<file path="config.mk">
export PLATFORM = sky130hd
export DESIGN_NAME = hdx_spi_master
export DESIGN_NICKNAME = d
export VERILOG_FILES = /design/src/rtl/hdx_spi_pkg.sv /design/src/rtl/hdx_spi_clkgen.sv /design/src/rtl/hdx_spi_engine.sv /design/src/rtl/hdx_spi_master.sv
export SDC_FILE = /design/constraint.sdc
export NUM_CORES = 1
export LEC_CHECK = 0
export ABC_AREA = 1
export ABC_CLOCK_PERIOD_IN_PS = 7700
export BUFFER_PORTS_ARGS = -buffer_cell sky130_fd_sc_hd__buf_2
export CELL_PAD_IN_SITES_DETAIL_PLACEMENT = 1
export CELL_PAD_IN_SITES_GLOBAL_PLACEMENT = 2
export CORE_MARGIN = 4
export CORE_UTILIZATION = 39
export DETAILED_ROUTE_END_ITERATION = 8
export PLACE_DENSITY_LB_ADDON = 0.08
export SETUP_SLACK_MARGIN = 0.1
export SLEW_MARGIN = 0
export SYNTH_ARGS = -nofsm -noshare
export SYNTH_HDL_FRONTEND = slang
export SYNTH_SLANG_ARGS = --single-unit
</file>
<file path="constraint.sdc">
create_clock -name clk -period 7.7 [get_ports clk]
set_input_delay 0.77 -clock clk [delete_from_list [all_inputs] [get_ports clk]]
set_output_delay 0.77 -clock clk [all_outputs]
set_load 0.01 [all_outputs]
</file>
<file path="src/rtl/hdx_spi_pkg.sv">
package hdx_spi_pkg;

  localparam int CLKDIV_W = 13;

  localparam logic [7:0] ADR_CFG  = 8'h00;
  localparam logic [7:0] ADR_STAT = 8'h08;
  localparam logic [7:0] ADR_CMD  = 8'h10;
  localparam logic [7:0] ADR_BUF  = 8'h80;

  localparam int CMD_TOT_LSB = 0;
  localparam int CMD_TX_LSB  = 8;
  localparam int CMD_HOLD    = 16;
  localparam int CMD_SEL_LSB = 20;

  typedef struct packed {
    logic [2:0]          spare_hi;
    logic [CLKDIV_W-1:0] divider;
    logic [3:0]          sel_en;
    logic                late_sel;
    logic                float_pins;
    logic [1:0]          gap_clks;
    logic                sel_active_hi;
    logic [1:0]          spare_lo;
    logic                lsb_first;
    logic                open_drain;
    logic                free_clock;
    logic                clk_idle_lo;
    logic                enable;
  } ctrl_word_t;

  typedef enum logic [1:0] {ST_IDLE, ST_SHIFT, ST_GAP} eng_state_t;

endpackage

</file>
<file path="src/rtl/hdx_spi_clkgen.sv">
module hdx_spi_clkgen #(
  parameter int DIV_W = 13
) (
  input  logic             clk,
  input  logic             rst_n,
  input  logic             run,
  input  logic [DIV_W-1:0] divider,
  output logic             tick
);
  logic [DIV_W-1:0] cnt_q;
  logic [DIV_W-1:0] div_eff;

  assign div_eff = (divider == '0) ? DIV_W'(1) : divider;
  assign tick    = run && (cnt_q >= div_eff - DIV_W'(1));

  always_ff @(posedge clk or negedge rst_n) begin
    if (!rst_n)      cnt_q <= '0;
    else if (!run)   cnt_q <= '0;
    else if (tick)   cnt_q <= '0;
    else             cnt_q <= cnt_q + DIV_W'(1);
  end

  // half periods longer than one cycle never produce back-to-back ticks
  assert_half_period_R3: assert property (@(posedge clk) disable iff (!rst_n)
    (tick && div_eff > DIV_W'(1) && $stable(divider)) |=> !tick);

endmodule

</file>
<file path="src/rtl/hdx_spi_engine.sv">
module hdx_spi_engine
  import hdx_spi_pkg::*;
#(
  parameter int NBYTES = 8,
  parameter int SEL_W  = 2,
  parameter int CNT_W  = 4,
  parameter int IDX_W  = 3
) (
  input  logic                  clk,
  input  logic                  rst_n,
  input  logic                  start,
  input  logic [CNT_W-1:0]      tot,
  input  logic [CNT_W-1:0]      txn,
  input  logic                  hold,
  input  logic [SEL_W-1:0]      sel,
  input  logic                  lsb_first,
  input  logic [1:0]            gap,
  input  logic                  tick,
  input  logic [NBYTES-1:0][7:0] buf_bytes,
  input  logic                  miso,
  output logic                  busy,
  output logic                  phase,
  output logic                  mosi,
  output logic                  sel_act,
  output logic [SEL_W-1:0]      sel_id,
  output logic                  rx_we,
  output logic [IDX_W-1:0]      rx_idx,
  output logic [7:0]            rx_data,
  output logic [CNT_W-1:0]      rxnum,
  output logic                  fin
);
  eng_state_t       state_q;
  logic [CNT_W-1:0] tot_q, txn_q, byte_q, rxn_q;
  logic [2:0]       bit_q, gap_q;
  logic [7:0]       txsh_q, rxsh_q;
  logic             phase_q, hold_q, lsb_q, act_q;
  logic [SEL_W-1:0] sel_q;
  logic             last_bit, last_byte, in_rx;
  logic [CNT_W-1:0] nxt;

  assign last_bit  = (bit_q == 3'd7);
  assign last_byte = (byte_q == tot_q - CNT_W'(1));
  assign in_rx     = (byte_q >= txn_q);
  assign nxt       = byte_q + CNT_W'(1);

  always_comb begin
    fin   = 1'b0;
    rx_we = 1'b0;
    case (state_q)
      ST_SHIFT: if (tick && phase_q && last_bit) begin
        rx_we = in_rx;
        fin   = last_byte && (gap_q == 3'd0);
      end
      ST_GAP: fin = (gap_q == 3'd0) || (tick && gap_q == 3'd1);
      default: ;
    endcase
  end

  always_ff @(posedge clk or negedge rst_n) begin
    if (!rst_n) begin
      state_q <= ST_IDLE;
      tot_q <= '0; txn_q <= '0; byte_q <= '0; rxn_q <= '0;
      bit_q <= '0; gap_q <= '0; txsh_q <= '0; rxsh_q <= '0;
      phase_q <= 1'b0; hold_q <= 1'b0; lsb_q <= 1'b0; act_q <= 1'b0;
      sel_q <= '0;
    end else begin
      case (state_q)
        ST_IDLE: if (start) begin
          tot_q   <= tot;
          txn_q   <= txn;
          hold_q  <= hold;
          lsb_q   <= lsb_first;
          sel_q   <= sel;
          gap_q   <= {gap, 1'b0};
          byte_q  <= '0;
          bit_q   <= '0;
          phase_q <= 1'b0;
          rxn_q   <= '0;
          txsh_q  <= buf_bytes[0];
          act_q   <= 1'b1;
          state_q <= (tot == '0) ? ST_GAP : ST_SHIFT;
        end
        ST_SHIFT: if (tick) begin
          if (!phase_q) begin
            phase_q <= 1'b1;
            rxsh_q  <= lsb_q ? {miso, rxsh_q[7:1]} : {rxsh_q[6:0], miso};
          end else begin
            phase_q <= 1'b0;
            if (last_bit) begin
              bit_q <= '0;
              if (in_rx) rxn_q <= rxn_q + CNT_W'(1);
              if (last_byte) begin
                act_q   <= hold_q;
                state_q <= (gap_q == 3'd0) ? ST_IDLE : ST_GAP;
              end else begin
                byte_q <= nxt;
                txsh_q <= buf_bytes[nxt[IDX_W-1:0]];
              end
            end else begin
              bit_q <= bit_q + 3'd1;
            end
          end
        end
        ST_GAP: begin
          if (fin) begin
            state_q <= ST_IDLE;
            act_q   <= hold_q;
          end else if (tick) begin
            gap_q <= gap_q - 3'd1;
          end
        end
        default: state_q <= ST_IDLE;
      endcase
    end
  end

  assign busy    = (state_q != ST_IDLE);
  assign phase   = phase_q;
  assign mosi    = (state_q == ST_SHIFT) && !in_rx &&
                   txsh_q[lsb_q ? bit_q : (3'd7 - bit_q)];
  assign sel_act = act_q;
  assign sel_id  = sel_q;
  assign rx_idx  = byte_q[IDX_W-1:0];
  assign rx_data = rxsh_q;
  assign rxnum   = rxn_q;

  assert_release_sel_R7: assert property (@(posedge clk) disable iff (!rst_n)
    (fin && !hold_q) |=> !sel_act);
  assert_rx_count_bound_R5: assert property (@(posedge clk) disable iff (!rst_n)
    (int'(rxn_q) + int'(txn_q)) <= int'(tot_q));
  assert_clock_parked_R6: assert property (@(posedge clk) disable iff (!rst_n)
    (state_q != ST_SHIFT) |-> !phase_q);
  assert_busy_cmd_ignored_R8: assert property (@(posedge clk) disable iff (!rst_n)
    (busy && start) |=> (tot_q == $past(tot_q)) && (txn_q == $past(txn_q)));

endmodule

</file>
<file path="src/rtl/hdx_spi_master.sv">
module hdx_spi_master
  import hdx_spi_pkg::*;
#(
  parameter int NBYTES = 8,
  parameter int NUM_CS = 4
) (
  input  logic              clk,
  input  logic              rst_n,
  input  logic              reg_we,
  input  logic [7:0]        reg_addr,
  input  logic [31:0]       reg_wdata,
  output logic [31:0]       reg_rdata,
  output logic              spi_sclk,
  output logic              spi_mosi,
  input  logic              spi_miso,
  output logic [NUM_CS-1:0] spi_cs,
  output logic              spi_oe,
  output logic              irq
);
  localparam int CNT_W     = $clog2(NBYTES + 1);
  localparam int IDX_W     = $clog2(NBYTES);
  localparam int SEL_W     = $clog2(NUM_CS);
  localparam int BUF_WORD0 = int'(ADR_BUF) / 8;

  ctrl_word_t             cfg_q;
  logic [NBYTES-1:0][7:0] buf_q;
  logic                   irq_q;
  logic                   wr_cfg, wr_stat, wr_cmd, wr_buf, buf_hit;
  logic [4:0]             word;
  logic [IDX_W-1:0]       buf_idx;
  logic [4:0]             f_tot, f_txn;
  logic [CNT_W-1:0]       tot_c, txn_c;
  logic                   busy, phase, sel_act, rx_we, fin, tick;
  logic [SEL_W-1:0]       sel_id;
  logic [IDX_W-1:0]       rx_idx;
  logic [7:0]             rx_data;
  logic [CNT_W-1:0]       rxnum;

  assign word    = reg_addr[7:3];
  assign buf_hit = (reg_addr[2:0] == 3'd0) && (int'(word) >= BUF_WORD0) &&
                   (int'(word) < BUF_WORD0 + NBYTES);
  assign buf_idx = IDX_W'(int'(word) - BUF_WORD0);
  assign wr_cfg  = reg_we && (reg_addr == ADR_CFG);
  assign wr_stat = reg_we && (reg_addr == ADR_STAT);
  assign wr_cmd  = reg_we && (reg_addr == ADR_CMD);
  assign wr_buf  = reg_we && buf_hit;

  assign f_tot = reg_wdata[CMD_TOT_LSB +: 5];
  assign f_txn = reg_wdata[CMD_TX_LSB +: 5];
  assign tot_c = (int'(f_tot) > NBYTES) ? CNT_W'(NBYTES) : CNT_W'(f_tot);
  assign txn_c = (int'(f_txn) > int'(tot_c)) ? tot_c : CNT_W'(f_txn);

  always_ff @(posedge clk or negedge rst_n) begin
    if (!rst_n)      cfg_q <= '0;
    else if (wr_cfg) cfg_q <= ctrl_word_t'(reg_wdata);
  end

  always_ff @(posedge clk or negedge rst_n) begin
    if (!rst_n)                       irq_q <= 1'b0;
    else if (fin)                     irq_q <= 1'b1;
    else if (wr_stat && reg_wdata[1]) irq_q <= 1'b0;
  end

  for (genvar i = 0; i < NBYTES; i++) begin : g_buf
    always_ff @(posedge clk or negedge rst_n) begin
      if (!rst_n)                                buf_q[i] <= '0;
      else if (rx_we && rx_idx == IDX_W'(i))     buf_q[i] <= rx_data;
      else if (wr_buf && buf_idx == IDX_W'(i))   buf_q[i] <= reg_wdata[7:0];
    end
  end

  always_comb begin
    reg_rdata = '0;
    if (reg_addr == ADR_CFG) begin
      reg_rdata = cfg_q;
    end else if (reg_addr == ADR_STAT) begin
      reg_rdata[0]           = busy;
      reg_rdata[1]           = irq_q;
      reg_rdata[8 +: CNT_W]  = rxnum;
    end else if (buf_hit) begin
      reg_rdata[7:0] = buf_q[buf_idx];
    end
  end

  hdx_spi_clkgen #(.DIV_W(CLKDIV_W)) u_clkgen (
    .clk(clk), .rst_n(rst_n), .run(busy), .divider(cfg_q.divider), .tick(tick)
  );

  hdx_spi_engine #(.NBYTES(NBYTES), .SEL_W(SEL_W), .CNT_W(CNT_W), .IDX_W(IDX_W)) u_engine (
    .clk(clk), .rst_n(rst_n),
    .start(wr_cmd && cfg_q.enable),
    .tot(tot_c), .txn(txn_c),
    .hold(reg_wdata[CMD_HOLD]),
    .sel(reg_wdata[CMD_SEL_LSB +: SEL_W]),
    .lsb_first(cfg_q.lsb_first), .gap(cfg_q.gap_clks),
    .tick(tick), .buf_bytes(buf_q), .miso(spi_miso),
    .busy(busy), .phase(phase), .mosi(spi_mosi),
    .sel_act(sel_act), .sel_id(sel_id),
    .rx_we(rx_we), .rx_idx(rx_idx), .rx_data(rx_data),
    .rxnum(rxnum), .fin(fin)
  );

  assign spi_sclk = phase ^ ~cfg_q.clk_idle_lo;
  assign spi_oe   = cfg_q.enable;
  assign irq      = irq_q;

  for (genvar c = 0; c < NUM_CS; c++) begin : g_cs
    assign spi_cs[c] = (sel_act && sel_id == SEL_W'(c)) ? cfg_q.sel_active_hi
                                                         : ~cfg_q.sel_active_hi;
  end

  assert_busy_after_cmd_R3: assert property (@(posedge clk) disable iff (!rst_n)
    (wr_cmd && cfg_q.enable && !busy) |=> busy);
  assert_disabled_cmd_dropped_R2: assert property (@(posedge clk) disable iff (!rst_n)
    (wr_cmd && !cfg_q.enable && !busy) |=> !busy);
  assert_irq_on_finish_R9: assert property (@(posedge clk) disable iff (!rst_n)
    fin |=> irq);

endmodule

</file>
==> impl_results.md <==
- Outcome: completed
- Drt pass-1 iters: 5
- Total GRT Usage: 27.2%
- Final hold vios: 0
- Clk sinks: between 150 and 200
- Area Growth Syn to Fin: 13.5%
- Clock Root Buffer: clkbuf_16
- Synth Flop Type: dfrtp_1
- Num CTS Buffers: 17
- Setup TNS: 0 ns
- Skew final: 0.0144 ns
- Max incr delay on CP: 0.79 ns
- Clock tree buffer depth: 2
- Residual DRC count: 0
- Largest net degree at the start of global routing: 97
- WP data arrival: 4.92 ns
- Layout cell share with drive strength beyond 1: 12.3%
- R2R Setup Slk: about 3.1 ns
- DR iter-0 viols: between 600 and 700
- Clk pwr share: between 30% and 40%
- Synthesized instance count: 1197
- Slew HR: 27.2%
- Vias in the first global route: 9267
- Worst setup path end: buf_q[42]
- GPL Wtd Cong: 0.883
- Worst hold slack: 0.436 ns
- Die outline width: 163 um
- Netlist cell types: 45
- Sw power: 1.05 mW
- Min Clock Period, post-route: 4.62 ns
- Fraction of registers with async set/reset: 100%
- Endpoints failing setup: 0
- Routed via count: 9153
- Reg area: 3900 um2
- H-tree Lvls: 4
- RSZ-0062 raised after global routing: false
- Max Fanout on Critical Path: 24
- Power Internal: 1.69 mW
- Routed wl met2: 16700 um
- Worst ir drop on vdd: a little over 0.1 mV
- Min-Delay Path Class: primary input to async pin
- I/O pin count: 84
- Die area: ~27000 um2
- Max Fclk: 216 MHz
- # Max-Cap Violations: 0
- Worst skew pair latency: 0.43 ns
- Routed wire per std cell: 22.6 um
- Nets: between 1000 and 1500
- Ys Warns: 0
- Multi-input logic area: 4810 um2
- Pwr dens: around 260 nW/um2
- Net Sw Frac: 38.3%
- Worst-margin pin slew: 1.09 ns
- Worst flop-to-flop path startpoint: cfg_q[20]
- Fin. max-slew vios: 0
- Ordered list of cells on the worst path: nor2_1, nand3_1, o31ai_1, inv_1, ha_1, nand3_1, nor2_1, nand3_1, nor3_1, xor2_1, ha_1, nand2_1, nor2_1, nand2_1, nor2_1, nor2_1, nand3_1, nand2_1, nor2_4, nand4_1, o211ai_1
- CTS clk-pin slew, worst paths: 0.07 ns
- CP max-delay cell: nand4_1
- FF-to-FF End: buf_q[42]
- Fillers: 2933
- Row count: 56
- Die height: 163 um
- Initial antenna violation count: 0
- HPWL after detailed placement: 25300 um
- Share of power burned in registers: 36.5%
- Vias per cell: just under 6
- Syn_area_per_cell: slightly below 8 um2
- Antenna diode count: 0
- Lkg Pwr: 5.02 nW
- TritonCTS clock tree: built
- Reg2reg path depth: 21
- First-pass GRT wire length: 55600 um
- Crit end category: register
- Startpoint types: register
- Postcts setup bufs: 0
- Starting density of the core: 39.9%
- Final cycle utilization of the critical path: 60.0%
- Metal-1 WL: around 16000 um
- Sequential element share of the synthesized area: 41.5%
- Hold_buf cts: 0
- WL final: between 30000 and 40000 um
- Met3 wire length: roughly 1700 um
- Grt total ovfl: 0
- Comb pwr share: 30.3%
- Post-Syn Nets: 1280
- Synth Cell Area: 9410 um2
- Port Buf Inserts: 83
- FF+latch count, synth: 156
- CTS resizes: 0
- Most common cell on crit path: nor2_1
- Setup CP Type: register to register
- EDFF count, synth: 0
- Antenna Nets Post-Route: 0
- Crit path from: cfg_q[20]
- Critical Path RT: 8.00 ns
- Top sig layer: met4
- Core region area: between 20000 and 25000 um2
-- power groups by stage --
stage	logic (mW)	clock network [mW]	registers, mW
after floorplan	0.535	0	0.984
final	0.831	0.909	1.00
after global routing	0.919	0.955	1.02
after detailed placement	0.816	0	1.02
after global placement	0.799	0	1.02
after CTS	0.827	0.920	1.00
-- state kept, by name, summed over array words and instances, names as in the netlist, 2 cells and up --
register	cells
u_engine.txn_q	4
u_engine.bit_q	3
u_engine.byte_q	4
u_engine.rxnum	4
u_clkgen.cnt_q	13
u_engine.state_q	2
u_engine.rx_data	8
cfg_q	31
u_engine.sel_id	2
u_engine.tot_q	4
u_engine.gap_q	3
u_engine.txsh_q	8
buf_q	64
-- routing by layer --
metal  vias to the layer above  track usage, %
li1                       4215               -
met1                      4628            37.6
met2                       253            44.6
met5                         -               0
met4                         0            8.84
met3                        57            3.43
-- critical path: cells and delay by family (launching register included) --
kind | cells | cell delay (ns)
AOI/OAI and AO/OA | 2 | 0.83
xor gates and xnor gates | 1 | 0.15
adders and majority gates | 2 | 0.57
buffers and inverters | 1 | 0.13
DFF | 1 | 0.43
and+or+nand+nor | 15 | 2.37
-- synthesized netlist by cell type (3+ instances only) --
master    number  share of area [%]
a21oi_1       63                3.4
a32o_1         6               0.64
buf_1          3               0.12
buf_2          7               0.37
clkbuf_1      44                1.8
dfrtp_1      156                 41
ha_1          39                5.2
inv_1        120                4.8
inv_2          5               0.20
mux2_2         7               0.84
nand2_1      196                7.8
nand2_2        4               0.27
nand3_1      120                6.4
nand4_1       13               0.86
nor2_1       122                4.9
nor2_4         5               0.60
nor2_8         3               0.64
nor3_1         8               0.43
o211ai_1      73                5.8
o21ai_0       98                5.2
o22ai_1       44                2.9
o31ai_1        5               0.40
xnor2_1       10               0.93
xor2_1        19                1.8
-- area by class of cell --
type,count,share of cell area [%]
Multi-Input combinational cell,859,45.1
Sequential cell,156,36.6
Inverter,128,4.52
Clock buffer,21,4.31
Timing Repair Buffer,88,4.30
Tap cell,319,3.74
Clock inverter,11,1.49
-- worst min path at each step --
stage                      startpoint  slack, ns           endpoint  cells past startpoint
global placement    u_clkgen.cnt_q[0]       0.45  u_clkgen.cnt_q[0]                      1
finish                          rst_n       0.44          cfg_q[16]                      1
floorplan           u_clkgen.cnt_q[0]       0.43  u_clkgen.cnt_q[0]                      1
detailed placement  u_clkgen.cnt_q[0]       0.46  u_clkgen.cnt_q[0]                      1
CTS                 u_clkgen.cnt_q[0]       0.46  u_clkgen.cnt_q[0]                      1
global route        u_clkgen.cnt_q[0]       0.48  u_clkgen.cnt_q[0]                      1
-- stage by stage --
stage	cells	power, mW	setup slack, ns	utilization, %	cell area, um2
global route	1582	2.89	2.64	45.2	10700
detailed placement	1550	1.83	3.17	42.6	10100
CTS	1582	2.75	3.10	45.2	10700
finish	1582	2.74	3.08	45.2	10700
floorplan	1197	1.52	4.30	-	9410
global placement	1550	1.81	3.29	42.6	10100
-- cell families (layout without fill, tap and decap cells) --
family                   after synthesis  in the layout  share of synthesized area, %
AND/OR/NAND/NOR                      482            482                          23.0
AO/OA/AOI/OAI                        302            302                          19.4
buffers and inverters                182            248                          7.38
flip-flops                           156            156                          41.5
adder cells (fa/ha/maj)               39             39                          5.19
XOR/XNOR                              29             29                          2.70
multiplexers                           7              7                         0.838
-- placed cells by master, fill, tap and decap left out, types with 3 or more instances in the layout --
cell and n:
nor2_8 3, inv_2 5, nand4_1 13, nor3_1 8, nand2_2 5, a21oi_1 63
xor2_1 19, bufinv_16 3, nor2_4 5, o22ai_1 44, mux2_2 7, inv_1 120
xnor2_1 10, a32o_1 6, o21ai_0 98, clkbuf_16 17, o211ai_1 73, nand2_1 195
buf_2 82, inv_6 3, o31ai_1 5, clkinv_4 4, buf_4 5, dfrtp_1 156
nand3_1 120, ha_1 39, nor2_1 122
Power figures use the tool's default switching activity.
